`config.mk`:
```
export PLATFORM = sky130hd
export DESIGN_NAME = tt_dispatch
export DESIGN_NICKNAME = d
export VERILOG_FILES = /design/src/rtl/tt_disp_pkg.sv /design/src/rtl/tt_disp_frame_time.sv /design/src/rtl/tt_disp_wire.sv /design/src/rtl/tt_disp_table.sv /design/src/rtl/tt_dispatch.sv
export SDC_FILE = /design/constraint.sdc
export NUM_CORES = 1
export LEC_CHECK = 0
export BUFFER_PORTS_ARGS = -buffer_cell sky130_fd_sc_hd__buf_2
export CAP_MARGIN = 30
export CORE_MARGIN = 4
export CORE_UTILIZATION = 55
export DETAILED_ROUTE_END_ITERATION = 8
export PLACE_DENSITY = 0.8
export SLEW_MARGIN = 20
export SYNTH_ARGS = -nofsm -noshare
export SYNTH_HDL_FRONTEND = slang
export SYNTH_SLANG_ARGS = --single-unit
```
`constraint.sdc`:
```
create_clock -name clk -period 6.9 [get_ports clk]
set_input_delay 0.345 -clock clk [delete_from_list [all_inputs] [get_ports clk]]
set_output_delay 0.345 -clock clk [all_outputs]
set_load 0.05 [all_outputs]
```
`src/rtl/tt_disp_pkg.sv`:
```
package tt_disp_pkg;

   typedef enum logic [1:0] {
      TXC_NONE = 2'd0,
      TXC_TT   = 2'd1,
      TXC_ET   = 2'd2,
      TXC_SYNC = 2'd3
   } tx_class_e;

   // preamble plus inter-frame gap, in bytes, added to every frame on the wire
   localparam int unsigned WIRE_OVERHEAD_BYTES = 20;

endpackage

```
`src/rtl/tt_disp_frame_time.sv`:
```
module tt_disp_frame_time #(
   parameter int unsigned LEN_W          = 11,
   parameter int unsigned TICKS_PER_BYTE = 8,
   parameter int unsigned DUR_W          = 15
) (
   input  logic [LEN_W-1:0] bytes_in,
   output logic [DUR_W-1:0] ticks_out
);
   import tt_disp_pkg::*;

   logic [DUR_W-1:0] wire_bytes;
   assign wire_bytes = DUR_W'(bytes_in) + DUR_W'(WIRE_OVERHEAD_BYTES);

   // power-of-two byte times reduce to a shift; others need a multiplier
   if ((TICKS_PER_BYTE & (TICKS_PER_BYTE - 1)) == 0) begin : g_shift
      localparam int unsigned SHIFT = $clog2(TICKS_PER_BYTE);
      assign ticks_out = wire_bytes << SHIFT;
   end else begin : g_mult
      assign ticks_out = DUR_W'(wire_bytes * DUR_W'(TICKS_PER_BYTE));
   end

endmodule

```
`src/rtl/tt_disp_wire.sv`:
```
module tt_disp_wire #(
   parameter int unsigned DUR_W = 15
) (
   input  logic             clk,
   input  logic             rst_n,
   input  logic             load,
   input  logic [DUR_W-1:0] load_ticks,
   output logic             busy
);
   logic [DUR_W-1:0] remain_q;

   always_ff @(posedge clk or negedge rst_n) begin
      if (!rst_n) begin
         remain_q <= '0;
      end else if (load) begin
         remain_q <= load_ticks - 1'b1;
      end else if (remain_q != '0) begin
         remain_q <= remain_q - 1'b1;
      end
   end

   assign busy = (remain_q != '0);

endmodule

```
`src/rtl/tt_disp_table.sv`:
```
module tt_disp_table #(
   parameter int unsigned ENTRIES = 8,
   parameter int unsigned TIME_W  = 20,
   parameter int unsigned LEN_W   = 11,
   parameter int unsigned IDX_W   = 3,
   parameter int unsigned PTR_W   = 4
) (
   input  logic              clk,
   input  logic              rst_n,
   input  logic              wr_en,
   input  logic [IDX_W-1:0]  wr_idx,
   input  logic [TIME_W-1:0] wr_off,
   input  logic [LEN_W-1:0]  wr_bytes,
   input  logic [PTR_W-1:0]  count,
   input  logic [PTR_W-1:0]  rd_ptr,
   output logic              rd_valid,
   output logic [TIME_W-1:0] rd_off,
   output logic [LEN_W-1:0]  rd_bytes,
   output logic [TIME_W-1:0] first_off
);
   logic [TIME_W-1:0] off_arr [ENTRIES];
   logic [LEN_W-1:0]  len_arr [ENTRIES];
   logic [IDX_W-1:0]  rd_idx;

   for (genvar i = 0; i < ENTRIES; i++) begin : g_slot
      logic [TIME_W-1:0] off_r;
      logic [LEN_W-1:0]  len_r;
      always_ff @(posedge clk or negedge rst_n) begin
         if (!rst_n) begin
            off_r <= '0;
            len_r <= '0;
         end else if (wr_en && (wr_idx == IDX_W'(i))) begin
            off_r <= wr_off;
            len_r <= wr_bytes;
         end
      end
      assign off_arr[i] = off_r;
      assign len_arr[i] = len_r;
   end

   assign rd_valid  = (rd_ptr < count) && (rd_ptr < PTR_W'(ENTRIES));
   assign rd_idx    = rd_valid ? rd_ptr[IDX_W-1:0] : '0;
   assign rd_off    = off_arr[rd_idx];
   assign rd_bytes  = len_arr[rd_idx];
   assign first_off = off_arr[0];

endmodule

```
`src/rtl/tt_dispatch.sv`:
```
module tt_dispatch #(
   parameter int unsigned PERIOD         = 1_000_000,
   parameter int unsigned ENTRIES        = 8,
   parameter int unsigned LEN_W          = 11,
   parameter int unsigned TICKS_PER_BYTE = 8,
   parameter int unsigned SYNC_BYTES     = 64,
   localparam int unsigned TIME_W = $clog2(PERIOD),
   localparam int unsigned IDX_W  = $clog2(ENTRIES),
   localparam int unsigned PTR_W  = $clog2(ENTRIES + 1)
) (
   input  logic              clk,
   input  logic              rst_n,
   input  logic              in_sync,
   input  logic              is_master,
   input  logic [TIME_W-1:0] cycle_time,
   input  logic              tbl_wr,
   input  logic [IDX_W-1:0]  tbl_idx,
   input  logic [TIME_W-1:0] tbl_off,
   input  logic [LEN_W-1:0]  tbl_bytes,
   input  logic [PTR_W-1:0]  tbl_count,
   input  logic              et_valid,
   input  logic [LEN_W-1:0]  et_bytes,
   output logic              tx_start,
   output logic [1:0]        tx_class
);
   import tt_disp_pkg::*;

   localparam int unsigned MAX_TICKS  = ((1 << LEN_W) - 1 + WIRE_OVERHEAD_BYTES) * TICKS_PER_BYTE;
   localparam int unsigned DUR_W      = $clog2(MAX_TICKS + 1);
   localparam int unsigned LA_W       = TIME_W + 1;
   localparam int unsigned SUM_W      = ((DUR_W > LA_W) ? DUR_W : LA_W) + 1;
   localparam logic [DUR_W-1:0] SYNC_TICKS =
      DUR_W'((SYNC_BYTES + WIRE_OVERHEAD_BYTES) * TICKS_PER_BYTE);

   if (PERIOD < 2) begin : g_bad_period
      $error("tt_dispatch: PERIOD must be at least 2");
   end
   if (ENTRIES < 2) begin : g_bad_entries
      $error("tt_dispatch: ENTRIES must be at least 2");
   end
   if (TICKS_PER_BYTE < 1) begin : g_bad_tpb
      $error("tt_dispatch: TICKS_PER_BYTE must be at least 1");
   end
   if (SYNC_BYTES >= (1 << LEN_W)) begin : g_bad_sync
      $error("tt_dispatch: SYNC_BYTES must fit in LEN_W bits");
   end

   logic              run_q;
   logic [PTR_W-1:0]  ptr_q;
   logic              rd_valid;
   logic [TIME_W-1:0] rd_off;
   logic [TIME_W-1:0] rd_first;
   logic [LEN_W-1:0]  rd_bytes;
   logic [DUR_W-1:0]  tt_ticks;
   logic [DUR_W-1:0]  et_ticks;
   logic [DUR_W-1:0]  load_ticks;
   logic [LA_W-1:0]   lookahead;
   logic              wire_busy;
   logic              at_start;
   logic              at_end;
   logic              active;
   logic              slot_hit;
   logic              sync_fire;
   logic              tt_fire;
   logic              et_fits;
   logic              et_fire;
   logic              start_any;
   tx_class_e         cls_d;

   tt_disp_table #(
      .ENTRIES (ENTRIES),
      .TIME_W  (TIME_W),
      .LEN_W   (LEN_W),
      .IDX_W   (IDX_W),
      .PTR_W   (PTR_W)
   ) u_table (
      .clk       (clk),
      .rst_n     (rst_n),
      .wr_en     (tbl_wr),
      .wr_idx    (tbl_idx),
      .wr_off    (tbl_off),
      .wr_bytes  (tbl_bytes),
      .count     (tbl_count),
      .rd_ptr    (ptr_q),
      .rd_valid  (rd_valid),
      .rd_off    (rd_off),
      .rd_bytes  (rd_bytes),
      .first_off (rd_first)
   );

   tt_disp_frame_time #(
      .LEN_W          (LEN_W),
      .TICKS_PER_BYTE (TICKS_PER_BYTE),
      .DUR_W          (DUR_W)
   ) u_tt_time (
      .bytes_in  (rd_bytes),
      .ticks_out (tt_ticks)
   );

   tt_disp_frame_time #(
      .LEN_W          (LEN_W),
      .TICKS_PER_BYTE (TICKS_PER_BYTE),
      .DUR_W          (DUR_W)
   ) u_et_time (
      .bytes_in  (et_bytes),
      .ticks_out (et_ticks)
   );

   tt_disp_wire #(
      .DUR_W (DUR_W)
   ) u_wire (
      .clk        (clk),
      .rst_n      (rst_n),
      .load       (start_any),
      .load_ticks (load_ticks),
      .busy       (wire_busy)
   );

   assign at_start  = (cycle_time == '0);
   assign at_end    = (cycle_time == TIME_W'(PERIOD - 1));
   assign active    = in_sync && (run_q || at_start);
   assign slot_hit  = active && rd_valid && (cycle_time == rd_off);
   assign sync_fire = active && is_master && at_start;
   assign tt_fire   = slot_hit && !sync_fire;

   always_comb begin
      if (rd_valid) begin
         lookahead = LA_W'(rd_off);
      end else if (is_master || (tbl_count == '0)) begin
         lookahead = LA_W'(PERIOD);
      end else begin
         lookahead = LA_W'(PERIOD) + LA_W'(rd_first);
      end
   end

   assign et_fits   = (SUM_W'(cycle_time) + SUM_W'(et_ticks)) <= SUM_W'(lookahead);
   assign et_fire   = active && et_valid && !sync_fire && !slot_hit && !wire_busy && et_fits;
   assign start_any = sync_fire || tt_fire || et_fire;

   always_comb begin
      cls_d      = TXC_NONE;
      load_ticks = et_ticks;
      if (sync_fire) begin
         cls_d      = TXC_SYNC;
         load_ticks = SYNC_TICKS;
      end else if (tt_fire) begin
         cls_d      = TXC_TT;
         load_ticks = tt_ticks;
      end else if (et_fire) begin
         cls_d      = TXC_ET;
      end
   end

   always_ff @(posedge clk or negedge rst_n) begin
      if (!rst_n) begin
         run_q    <= 1'b0;
         ptr_q    <= '0;
         tx_start <= 1'b0;
         tx_class <= TXC_NONE;
      end else begin
         run_q    <= active;
         tx_start <= start_any;
         tx_class <= cls_d;
         if (!active || at_end) begin
            ptr_q <= '0;
         end else if (slot_hit) begin
            ptr_q <= ptr_q + 1'b1;
         end
      end
   end

endmodule

```
# ---- Yosys cells after proc, flatten, opt, wreduce, memory -nomap -nowiden
# Index checks and enable logic that the tools add are counted.
dict set report word_totals {
  regBits 271
  inputBits 75
  out_inout_bits 3
  word_cells 95
}
dict set report classes {
  addsub 7
  magnitude_cmp 4
  eq_ne 9
  mux 18
  bitwise 1
  reduce_logical 35
}
# cell n
set ops {}
lappend ops {{20-bit binary-select mux with 3-bit select} 1}
lappend ops {{15-bit two-way mux} 4}
lappend ops {{21-bit two-way mux} 2}
lappend ops {{20-bit two-way mux} 2}
lappend ops {{11-bit binary-select mux with 3-bit select} 1}
lappend ops {{15-bit by 1-bit subtractor with 15-bit output (second input constant)} 2}
lappend ops {{11-bit by 5-bit adder with 12-bit output (second input constant)} 2}
lappend ops {{11-bit two-way mux} 2}
lappend ops {{20-bit by 15-bit adder with 21-bit output} 1}
lappend ops {{20-bit by 20-bit adder with 21-bit output (first input constant)} 1}
lappend ops {{21-bit less-or-equal comparator} 1}
lappend ops {{20-bit equality test} 1}
lappend ops {{20-bit equality test (second input constant)} 1}
lappend ops {{1-bit logical AND} 20}
lappend ops {{20-bit logical NOT} 1}
lappend ops {{15-bit nonzero test} 1}
lappend ops {{3-bit equality test (second input constant)} 4}
lappend ops {{4-bit two-way mux} 2}
lappend ops {{3-bit by 2-bit equality test with 1-bit output (second input constant)} 2}
lappend ops {{2-bit two-way mux} 3}
lappend ops {{1-bit logical OR} 5}
lappend ops {{4-bit by 1-bit adder with 4-bit output (second input constant)} 1}
lappend ops {{4-bit greater-or-equal comparator (second input constant)} 1}
lappend ops {{1-bit logical NOT} 4}
lappend ops {{other kinds (8)} 9}

# ---- Depth between registers and ports, before layout
# Gate-level depths: netlist of run 1.
dict set report logic_depth {
  ltp_word 16
  depth_mapped 26
  ltp_nobuf 26
}

# ---- By module
# A second synthesis of run 1 with hierarchy kept.
dict set report hier_totals {
  hier_cells 1297
  area_unflattened_um2 15412.3
}
# module n_inst cells_each area_per_inst_um2 seq_area_each_um2
set by_module_without_submodules {}
lappend by_module_without_submodules {tt_disp_table 1 762 11373.4 6206.0}
lappend by_module_without_submodules {tt_dispatch 1 362 2592.5 200.2}
lappend by_module_without_submodules {tt_disp_wire 1 119 1078.5 375.4}
lappend by_module_without_submodules {tt_disp_frame_time 2 27 183.9 0.0}

# ---- Least setup slack after synthesis of run 1
# OpenSTA, ideal clock, no wires.
dict set report synth_path {
  kind {register -> register}
  from {register ptr_q[3]}
  to {register u_wire.remain_q[10]}
  setup_ns 0.120
  arrival_ns 5.177
  required_time_ns 6.780
  slack_ns 1.604
  path_stages_with_launch 24
  path_buffers 3
  synth_period_minus_slack_ns 5.296
  cell_sequence {dfrtp_1 > ha_1 > a211o_1 > clkbuf_1 > buf_1 > a211oi_2 > clkbuf_1 > o22ai_1 > mux2_2 > a21oi_1 > o22ai_1 > ha_1 > a21o_1 > a21o_1 > a21oi_1 > o21ai_0 > o21a_1 > nor2_1 > nor3_1 > nand2_1 > ha_1 > o21ai_2 > or4_1 > and3_1}
}
dict set report synth_via {
  elab_chain_len 15
  word_cells_on_any_way 29
  cone_classes {2 x add/sub; 3 x order compare; 1 x eq/ne; 11 x mux; 1 x bitwise; 11 x reduce/logical}
}
# element line_no
set synth_lines {}
lappend synth_lines {{start: declaration} tt_dispatch.sv:49} ;# logic [PTR_W-1:0] ptr_q;
lappend synth_lines {{start signal: assignment} tt_dispatch.sv:167} ;# ptr_q <= ptr_q + 1'b1;
lappend synth_lines {{4-bit less-than comparator} tt_disp_table.sv:41} ;# assign rd_valid = (rd_ptr < count) && (rd_ptr < PTR_W'(ENTRIES));
lappend synth_lines {{1-bit logical AND (*)} tt_disp_table.sv:41}
lappend synth_lines {{parallel branches: the longest is 13 deep, another holds 15-bit by 1-bit subtractor with 15-bit output} -}
lappend synth_lines {{end signal: assignment} tt_disp_wire.sv:16} ;# remain_q <= load_ticks - 1'b1;
lappend synth_lines {{end signal: assignment} tt_disp_wire.sv:18} ;# remain_q <= remain_q - 1'b1;
lappend synth_lines {{end: declaration} tt_disp_wire.sv:10} ;# logic [DUR_W-1:0] remain_q;
# Mark *: on every way between the ends. The select of a mux whose other input is x is not followed.
# A chain may end at the register's enable or synchronous reset.

# ---- Final worst setup path of run 1
# Same ends and word-level chain as after synthesis.

==> results of run 1 <==
synth_stat cells (all sizes together) (17+ instances only):
library cell / number
inv: 30
nor2: 59
ha: 42
nor3: 23
o21ai: 43
nand2: 78
clkbuf: 42
dfrtp: 271
nand3: 28
nand4: 17
mux2i: 36
buf: 37
a21oi: 55
mux4: 27
xnor2: 40
mux2: 260
a211oi: 19
flip-flops by register name, indices dropped and copies added, names as in the netlist:
register              cells
ptr_q                     4
run_q                     1
u_table.g_slot.off_r    140
u_table.first_off        20
u_table.g_slot.len_r     88
u_wire.remain_q          15
tx_start                  1
tx_class                  2
per-layer routing:
layer  vias up  global-route usage (%)  routed length, um
met3        76                   4.593               3664
met4         2                   6.673                928
met5         -                       0                 13
met1      6202                   41.62              19490
li1       5345                       -                  -
met2       576                   43.69              19930
power groups by stage:
stage,logic [uW],clock network (uW),registers [uW]
2_1_floorplan,770,0,2050
3_3_place_gp,999,0,2110
3_5_place_dp,1040,0,2130
4_1_cts,1050,1630,2100
5_1_grt,1160,1700,2140
6_report,1060,1600,2110
stage by stage:
step	hold WS, ns	worst slack, ns	area [sq um]
floorplan	0.04941	1.604	15700
global route	0.1329	0.9167	17600
global placement	0.3320	1.216	16560
finish	0.1301	1.176	17600
detailed placement	0.3352	1.020	16560
CTS	0.1130	1.276	17570
critical path, stage by stage (launching register included):
cell and delay (ns):
dfrtp_1 0.42, ha_1 0.35, a211o_1 0.55, a21oi_2 0.75
a32oi_1 0.26, and3_1 0.23, a21oi_1 0.12, o22ai_1 0.11
ha_1 0.32, a21o_1 0.12, a21o_1 0.10, a21oi_1 0.05
o21ai_0 0.36, o21ai_0 0.30, a311oi_1 0.36, mux2i_1 0.21
or2_2 0.32, or4_1 0.50, and3_1 0.17
final cells by class:
class                           count  area [sq um]  area share (%)
Multi-Input combinational cell   1002          8501           48.29
Sequential cell                   271          6785           38.55
Clock buffer                       38         829.5           4.712
Timing Repair Buffer              119         735.7           4.179
Tap cell                          378         473.0           2.687
Clock inverter                     14         163.9          0.9311
Inverter                           30         112.6          0.6397
Antenna cell                        1         2.502         0.01422
path summary, 6_finish.rpt:
| path | end | slack [ns] |
|---|---|---|
| max | u_wire.remain_q[10] | 1.18 |
| max reg2reg | u_wire.remain_q[10] | 1.18 |
| min | u_table.g_slot[0].len_r[3] | 0.13 |
| min reg2reg | u_table.g_slot[3].off_r[18] | 0.50 |
| min in group asynchronous | u_table.g_slot[5].off_r[7] | 0.34 |
| max in group asynchronous | ptr_q[0] | 5.10 |
what timing repair did:
action                                 in CTS  in global routing
hold buffers                                1                  0
endpoints found under the hold margin      70                  0
setup buffers                               0                  0
logic make-up after synthesis:
| kind of cell | Yosys count |
|---|---|
| multiplexers | 323 |
| AND/OR/NAND/NOR | 306 |
| AO/OA/AOI/OAI | 276 |
| flip-flops | 271 |
| buffers and inverters | 109 |
| XOR/XNOR | 54 |
| adder cells (fa/ha/maj) | 43 |
==> impl_metrics.tcl, run 1 <==
set metrics [dict create \
    crit_path_start "ptr_q[3]" \
    drive_gt1_share_pct 32.70 \
    overflow 0 \
    cts.sinks 271 \
    rsz0062_at_grt "no" \
    fp.dieH_um 176.9 \
    crit_fanout 19 \
    hold_viol 0 \
    ir_worst_vdd_mv 0.1947 \
    end_kind "register" \
    setup_viol 0 \
    path_clk_slew_ns 0.06 \
    fp.dieW_um 176.9 \
    r2r-start "ptr_q[3]" \
    relSlewSlack_pct 36.57 \
    grt_pass1_wl_um 69590 \
    arrival_ns 6.16 \
    synth_area_leaders "dfrtp_1 43%, mux2_2 19%, mux4_2 3.9%" \
    dr_total_vias 12200 \
    cts_buffer_depth 3 \
    post-route-util_pct 63.02 \
    holdPathStages 3 \
    synthSimpleGateAreaFrac_pct 10.07 \
    synth_compound_area_share_pct 12.60 \
    n_fill_cell 2169 \
    core_sq_mm 0.02793 \
    yosysUniqueCellTypes 83 \
    ant_nets 0 \
    antenna_found_initial 1 \
    mostFrequentLayoutCells "268 x dfrtp_1, 260 x mux2_2, 78 x nand2_1, 76 x buf_2, 59 x nor2_1" \
    hold_path_startpoint "tbl_bytes[3]" \
    yosysSeqAreaShare_pct 43.20 \
    synth_nets 1500 \
    clkLatencyLatePin_ns 0.54 \
    worst_slew_pin_slew_ns 0.9479 \
    synth_ff_type "dfrtp_1" \
    synthXorXnorAreaFrac_pct 3.013 \
    synth_top_area_share_pct 43.20 \
    final_common_cell "dfrtp_1" \
    cts-root-buf "clkbuf_16" \
    grt_pass1_vias 12350 \
    cts_tree "yes" \
    switching_power_uw 1364 \
    area_delta_synth_final_pct 12.15 \
    drv_cap 0 \
    io_pins 78 \
    fin_cells 1853 \
    r2r_cells 18 \
    synth_top_family_by_area "multiplexers" \
    min_period_ns 5.724 \
    combPwrFrac_pct 22.3 \
    routedWlPerCell_um 23.75 \
    drv_slew 0 \
    gp_congestion 1.020 \
    power_uw 4779 \
    power_frac_clock_pct 33.6 \
    skew_ns 0.01353 \
    post-route-period-util_pct 82.96 \
    rows 61 \
    worstSetupStartpointType "register" \
    grt_max_degree 202 \
    globalRouteTotalUtil_pct 28.06 \
    crit_required_ns 7.33 \
    outcome "finished clean" \
    dp_cells 1797 \
    htree_levels 1 \
    netlist_area_sq_mm 0.01570 \
    final_nets 1570 \
    tns_ns 0 \
    drtIter0Drc 1418 \
    swShare_pct 28.53 \
    syn_inst 1382 \
    synth_area_leader_cell "dfrtp_1" \
    synthAdderAreaFrac_pct 3.475 \
    drc 0 \
    port_buffers 77 \
    numCtsBuffers 28 \
    place_hpwl_um 30550 \
    synth-async-reset-ratio_pct 100.0 \
    timing.fmax_mhz 174.7 \
    p_leak_uw 0.007460 \
    yosys_warnings 0 \
    synth-seq-cells 271 \
    pwr_density_cell_mw_per_mm2 271.5 \
    die_area_sq_mm 0.03131 \
    routed_via_density 6.584 \
    synth_edf_count 0 \
    hold_path.class "in -> reg" \
    ctsResizeCount 0 \
    p_int_uw 3416 \
    path_class "reg -> reg" \
    wirelength_um 44020 \
    dr.pass1.iters 7 \
    seqPwrFrac_pct 44.2 \
    start_util_pct 56.19 \
    synth_mux_area_share_pct 24.85 \
    syn-mean-instance-area_sq_um 11.36 \
]
No activity file was read; power rests on OpenSTA's default activity.
==> run 2, diff against run 1 <==
--- a/config.mk
+++ b/config.mk
@@ -5,12 +5,13 @@
 export SDC_FILE = /design/constraint.sdc
 export NUM_CORES = 1
 export LEC_CHECK = 0
+export ABC_AREA = 1
 export BUFFER_PORTS_ARGS = -buffer_cell sky130_fd_sc_hd__buf_2
 export CAP_MARGIN = 30
 export CORE_MARGIN = 4
 export CORE_UTILIZATION = 55
 export DETAILED_ROUTE_END_ITERATION = 8
-export PLACE_DENSITY = 0.8
+export PLACE_DENSITY = 0.83
 export SLEW_MARGIN = 20
 export SYNTH_ARGS = -nofsm -noshare
 export SYNTH_HDL_FRONTEND = slang
==> constraint.sdc (replaced) <==
create_clock -name clk -period 4.8 [get_ports clk]
set_input_delay 0.24 -clock clk [delete_from_list [all_inputs] [get_ports clk]]
set_output_delay 0.24 -clock clk [all_outputs]
set_load 0.05 [all_outputs]
==> run 2 against run 1 <==
Net effect: register-to-register slack worse by 0.92 ns; fmax increased by 26%; via count is 28% higher; first-iteration DRC count increased by 56%; sequential share of layout area down 1.4 points; sequential power rose by 42%; die area up 1.4%; critical path depth rose by 13; final cell count rose by 45%; wire length rose by 9.5%; clock skew rose by 0.0035 ns; critical endpoint is now u_wire.remain_q[8]; largest cell class unchanged; largest power group unchanged.
==> impl_metrics.tcl, run 2 <==
set metrics [dict create \
    outcome "finished clean" \
    ir_worst_vdd_mv 0.3272 \
    arrival_ns 5.01 \
    io_pins 78 \
    synth-seq-cells 271 \
    gp_congestion 1.061 \
    timing.fmax_mhz 220.3 \
    worstSetupStartpointType "register" \
    crit_path_max_incr_delay_ns 0.40 \
    yosys_warnings 0 \
    rows 62 \
    yosysMostFrequentCell "nand2_1" \
    grtUsageMet1_pct 45.23 \
    rsz0062_at_grt "yes" \
    final_common_cell "nand2_1" \
    ant_nets 0 \
    core_sq_mm 0.02863 \
    seq_area_sq_mm 0.006785 \
    relSlewSlack_pct 38.11 \
    post-route-period-util_pct 94.58 \
    grt_max_degree 118 \
    dr.pass1.iters 6 \
    synth_top_area_share_pct 42.58 \
    stdcell_area_sq_mm 0.01827 \
    cts_tree "yes" \
    drv_slew 0 \
    fp.dieH_um 178.2 \
    cts.sinks 271 \
    start_util_pct 55.64 \
    grt_pass1_wl_um 77490 \
    synth_edf_count 0 \
    whs_ns 0.03878 \
    multiInputGateArea_sq_mm 0.007759 \
    netlist_area_sq_mm 0.01593 \
    worst_path_most_repeated_cell "nand2_1" \
    synth_area_leaders "dfrtp_1 43%, nand2_1 14%, o21ai_0 9.0%" \
    p_leak_uw 0.009116 \
    top_register "u_table.g_slot.off_r" \
    wirelength_um 48180 \
    pwr_density_cell_mw_per_mm2 382.0 \
    worst_slew_pin_slew_ns 0.9283 \
    mostFrequentLayoutCells "568 x nand2_1, 280 x o21ai_0, 270 x dfrtp_1, 250 x inv_1, 182 x nand3_1" \
    final_nets 2394 \
    path_clk_slew_ns 0.06 \
    globalRouteTotalUtil_pct 30.25 \
    clkLatencyLatePin_ns 0.56 \
    synth_nets 2303 \
    skew_ns 0.01699 \
    antenna_found_initial 1 \
    tns_ns 0 \
    synth-async-reset-ratio_pct 100.0 \
    routedWlPerCell_um 17.98 \
    yosysUniqueCellTypes 47 \
    die_area_sq_mm 0.03175 \
    synth_area_leader_cell "dfrtp_1" \
    fp.dieW_um 178.2 \
    grt_use_met3_pct 3.836 \
    drc 0 \
    slowest_stage "dfrtp_1" \
    crit_fanout 8 \
    n_fill_cell 2447 \
    grt_use_met2_pct 46.84 \
    numCtsBuffers 29 \
    worst_slack_ns 0.2600 \
    path_class "reg -> reg" \
    path_buf_inv 8 \
    synth_common_cells "579 x nand2_1, 285 x o21ai_0, 271 x dfrtp_1, 251 x inv_1, 185 x nand3_1" \
    hold_viol 0 \
    syn-mean-instance-area_sq_um 7.290 \
    routed_via_density 5.810 \
    cts_buffer_depth 3 \
    drive_gt1_share_pct 11.85 \
    place_hpwl_um 33050 \
    htree_levels 1 \
    min_period_ns 4.540 \
    port_buffers 77 \
    overflow 0 \
    dpl_cell_area_sq_mm 0.01696 \
    drv_cap 0 \
    syn_inst 2185 \
    cts-root-buf "clkbuf_16" \
    end_kind "register" \
    grt_pass1_vias 14720 \
    drtIter0Drc 2214 \
    area_delta_synth_final_pct 14.67 \
    largest_register_ff_count 140 \
    hold_path.class "in -> reg" \
    synth_ff_type "dfrtp_1" \
    dr_total_vias 15570 \
    path_delay_family "simple AND/OR/NAND/NOR gates" \
    crit_required_ns 5.27 \
    top_usage_layer "met2" \
    yosysSeqAreaShare_pct 42.58 \
    dp_worst_setup_slack_ns -0.1402 \
    setup_viol 0 \
]
## run 2: cell types whose count changed after synthesis, sizes merged, moves of 33 or more
cell,change
nand2,+508
mux2,-260
o21ai,+250
inv,+230
nand3,+163
nor2,+96
nand4,+67
mux2i,-36
xnor2,-33
## run 2: final cells by class
cell class | instances | area share, %
diodes | 1 | 0.01370
flip-flops and latches | 271 | 37.15
multi-input cells | 1542 | 42.48
clock buffers | 44 | 4.775
well taps | 384 | 2.631
inverters | 263 | 5.480
clock inverters | 6 | 0.2329
repair buffers | 169 | 7.241
## run 2: metrics by stage
step	std cells	power [uW]	utilization [%]
final	2680	6977	63.81
after global routing	2680	7395	63.81
after CTS	2672	6932	63.20
after detailed placement	2600	4758	59.23
after global placement	2597	4692	58.92
after floorplan	2185	4172	-
## run 2: cells by family after synthesis
group | share of synthesized area [%]
buffers and inverters | 9.544
AOI/OAI and AO/OA | 13.43
adders and majority gates | 3.425
and+or+nand+nor | 29.43
xor gates and xnor gates | 1.595
DFF | 42.58
## run 2: repair_timing
item / CTS / global route
endpoints found under the setup margin: 0 / 14
hold buffers: 22 / 0
hold endpoints to repair: 136 / 0
gates resized for setup: 0 / 31
setup buffers: 0 / 4
## run 2: final timing paths
path	startpoint	endpoint	slack (ns)	depth (start not counted)
min in group asynchronous	rst_n	u_wire.remain_q[11]	0.31	2
worst max-delay path	ptr_q[3]	u_wire.remain_q[8]	0.26	31
worst min register to register	u_table.g_slot[3].len_r[8]	u_table.g_slot[3].len_r[8]	0.48	2
worst min-delay path	tbl_off[3]	u_table.g_slot[7].off_r[3]	0.04	3
worst max register to register	ptr_q[3]	u_wire.remain_q[8]	0.26	31
max in group asynchronous	rst_n	u_table.g_slot[4].off_r[4]	3.14	3
## run 2: worst register-to-register path: cells and delay by family (launching register included)
family                   cells  cell delay (ns)
adder cells (fa/ha/maj)      3             0.79
AO/OA/AOI/OAI                5             0.77
AND/OR/NAND/NOR             15             1.50
flip-flops                   1             0.40
buffers and inverters        8             0.97
## run 2: power by group
part	internal [uW]	switching [uW]
Sequential	2740	249
Clock	1240	920
Combinational	682	1140
Total	4670	2310
## run 2: routing by layer
| metal | part of all wire, % | wire (um) |
|---|---|---|
| met4 | 2.5 | 1197 |
| met5 | 0 | 0 |
| met1 | 42 | 20360 |
| met3 | 9.8 | 4700 |
| met2 | 45 | 21920 |
==> run 3, diff against run 2 <==
--- a/config.mk
+++ b/config.mk
@@ -12,6 +12,7 @@
 export CORE_UTILIZATION = 55
 export DETAILED_ROUTE_END_ITERATION = 8
 export PLACE_DENSITY = 0.83
+export RECOVER_POWER = 25
 export SLEW_MARGIN = 20
 export SYNTH_ARGS = -nofsm -noshare
 export SYNTH_HDL_FRONTEND = slang
==> run 3 against run 2 <==
Net effect: worst hold slack improved by 0.0038 ns; the run now ends with capacitance limit, slew limit left; core utilization is 0.14 points lower; clock-buffer cell count stayed put; largest cell class unchanged; first-iteration DRC count is 4.7% lower; largest power group unchanged.
==> impl_metrics.tcl, run 3 (synthesis results as in run 2) <==
set metrics [dict create \
    clkLatencyLatePin_ns 0.55 \
    stdcell_area_sq_mm 0.01822 \
    dr.pass1.iters 6 \
    grt_pass1_wl_um 77490 \
    n_fill_cell 2454 \
    relSlewSlack_pct -99.00 \
    final_nets 2394 \
    ff2ff_setup_slack_ns 0.26 \
    grt_max_degree 118 \
    hold_path.class "in -> reg" \
    ir_worst_vdd_mv 0.3270 \
    slowest_stage "dfrtp_1" \
    path_class "reg -> reg" \
    drv_slew 286 \
    post-route-period-util_pct 94.58 \
    drtIter0Drc 2109 \
    io_pins 78 \
    outcome "finished, violations left" \
    fp.dieW_um 178.2 \
    port_buffers 77 \
    largest_register_ff_count 140 \
    fp.dieH_um 178.2 \
    timing.fmax_mhz 220.3 \
    end_kind "register" \
    globalRouteTotalUtil_pct 30.25 \
    dr_total_vias 15580 \
    drv_cap 4 \
    power_uw 6973 \
    routedWlPerCell_um 18.00 \
    antenna_found_initial 1 \
    crit_required_ns 5.27 \
    rows 62 \
    grt_pass1_vias 14720 \
    worstSetupStartpointType "register" \
    overflow 0 \
    worst_path_most_repeated_cell "nand2_1" \
    place_hpwl_um 33050 \
    min_period_ns 4.540 \
    ant_nets 0 \
    core_sq_mm 0.02863 \
    routed_via_density 5.815 \
    crit_path_max_incr_delay_ns 0.40 \
    critPathCapture "u_wire.remain_q[8]" \
    setup_viol 0 \
    start_util_pct 55.64 \
    gp_congestion 1.061 \
    crit_fanout 8 \
    r2r-start "ptr_q[3]" \
    cts_buffer_depth 3 \
    cts.sinks 271 \
    path_clk_slew_ns 0.06 \
    dpl_cell_area_sq_mm 0.01696 \
    pwr_density_cell_mw_per_mm2 382.6 \
    skew_ns 0.01612 \
    area_delta_synth_final_pct 14.41 \
    tns_ns 0 \
    drive_gt1_share_pct 11.46 \
    p_leak_uw 0.009083 \
    htree_levels 1 \
    cts-root-buf "clkbuf_16" \
    rsz0062_at_grt "yes" \
    reg2reg_to "u_wire.remain_q[8]" \
    arrival_ns 5.01 \
    top_register "u_table.g_slot.off_r" \
    wirelength_um 48230 \
    r2r_cells 31 \
    drc 0 \
    numCtsBuffers 29 \
    crit_path_start "ptr_q[3]" \
    mostFrequentLayoutCells "571 x nand2_1, 280 x o21ai_0, 270 x dfrtp_1, 250 x inv_1, 182 x nand3_1" \
    hold_viol 0 \
    worst_slew_pin_slew_ns 2.985 \
    final_common_cell "nand2_1" \
    violations "capacitance limit, slew limit" \
    post-route-util_pct 63.66 \
    die_area_sq_mm 0.03175 \
    cts_tree "yes" \
]
==> run 3: cell count changes in the layout (fill, tap and decap cells not counted), sizes merged <==
cell,previous run,this run
buf,146,140
clkbuf,45,51
==> run 3: power breakdown <==
group	switching [uW]	leakage [uW]	internal, uW	total (uW)
sequential	249	0.00339	2740	2990
combinational	1140	0.00524	681	1820
clock	918	0.000446	1240	2160
==> run 3: layout make-up <==
type / count / area, sq um / area share [%]
Tap cell: 384 / 480.5 / 2.636
Timing Repair Buffer: 169 / 1299 / 7.127
Inverter: 263 / 1001 / 5.493
Multi-Input combinational cell: 1542 / 7741 / 42.48
Antenna cell: 1 / 2.502 / 0.01373
Sequential cell: 271 / 6785 / 37.23
Clock buffer: 44 / 872.1 / 4.785
Clock inverter: 6 / 42.54 / 0.2334
==> run 3: worst max-delay path: cells and delay by family, from the launching register on <==
family / cells / cell delay, ns
and+or+nand+nor: 15 / 1.50
DFF: 1 / 0.40
adders and majority gates: 3 / 0.79
buffers and inverters: 8 / 0.96
AOI/OAI and AO/OA: 5 / 0.77
==> run 3: how the worst min path moves through the flow <==
stage	start	to	slack (ns)	depth (start not counted)
after floorplan	rst_n	ptr_q[0]	-0.06	0
after global routing	tbl_off[14]	u_table.g_slot[7].off_r[14]	0.08	3
final	tbl_off[3]	u_table.g_slot[7].off_r[3]	0.04	3
after detailed placement	rst_n	tx_start	0.36	1
after global placement	rst_n	tx_start	0.37	1
after CTS	tbl_off[2]	u_table.g_slot[7].off_r[2]	0.04	3
==> run 3: per-stage QoR <==
stage | setup WS, ns | cells | hold slack [ns]
floorplan | 0.2859 | 2185 | -0.05559
global placement | -0.05322 | 2597 | 0.3665
detailed placement | -0.1402 | 2600 | 0.3587
CTS | 0.06885 | 2672 | 0.04267
global route | -0.05633 | 2680 | 0.07743
finish | 0.2601 | 2680 | 0.04254
==> run 3: metal layers <==
| metal | GRT usage [%] | vias to the layer above | routed length [um] |
|---|---|---|---|
| met5 | 0 | - | 0 |
| met4 | 8.187 | 0 | 1135 |
| met3 | 3.836 | 94 | 4276 |
| met2 | 46.84 | 775 | 21990 |
| met1 | 45.23 | 7368 | 20830 |
| li1 | - | 7347 | - |
==> run 3: timing repair <==
| action | 4_1_cts | 5_1_grt |
|---|---|---|
| hold buffers | 22 | 0 |
| buffers inserted | 0 | 4 |
| endpoints found under the hold margin | 136 | 0 |
| gates resized for setup | 0 | 31 |
| endpoints found under the setup margin | 0 | 14 |
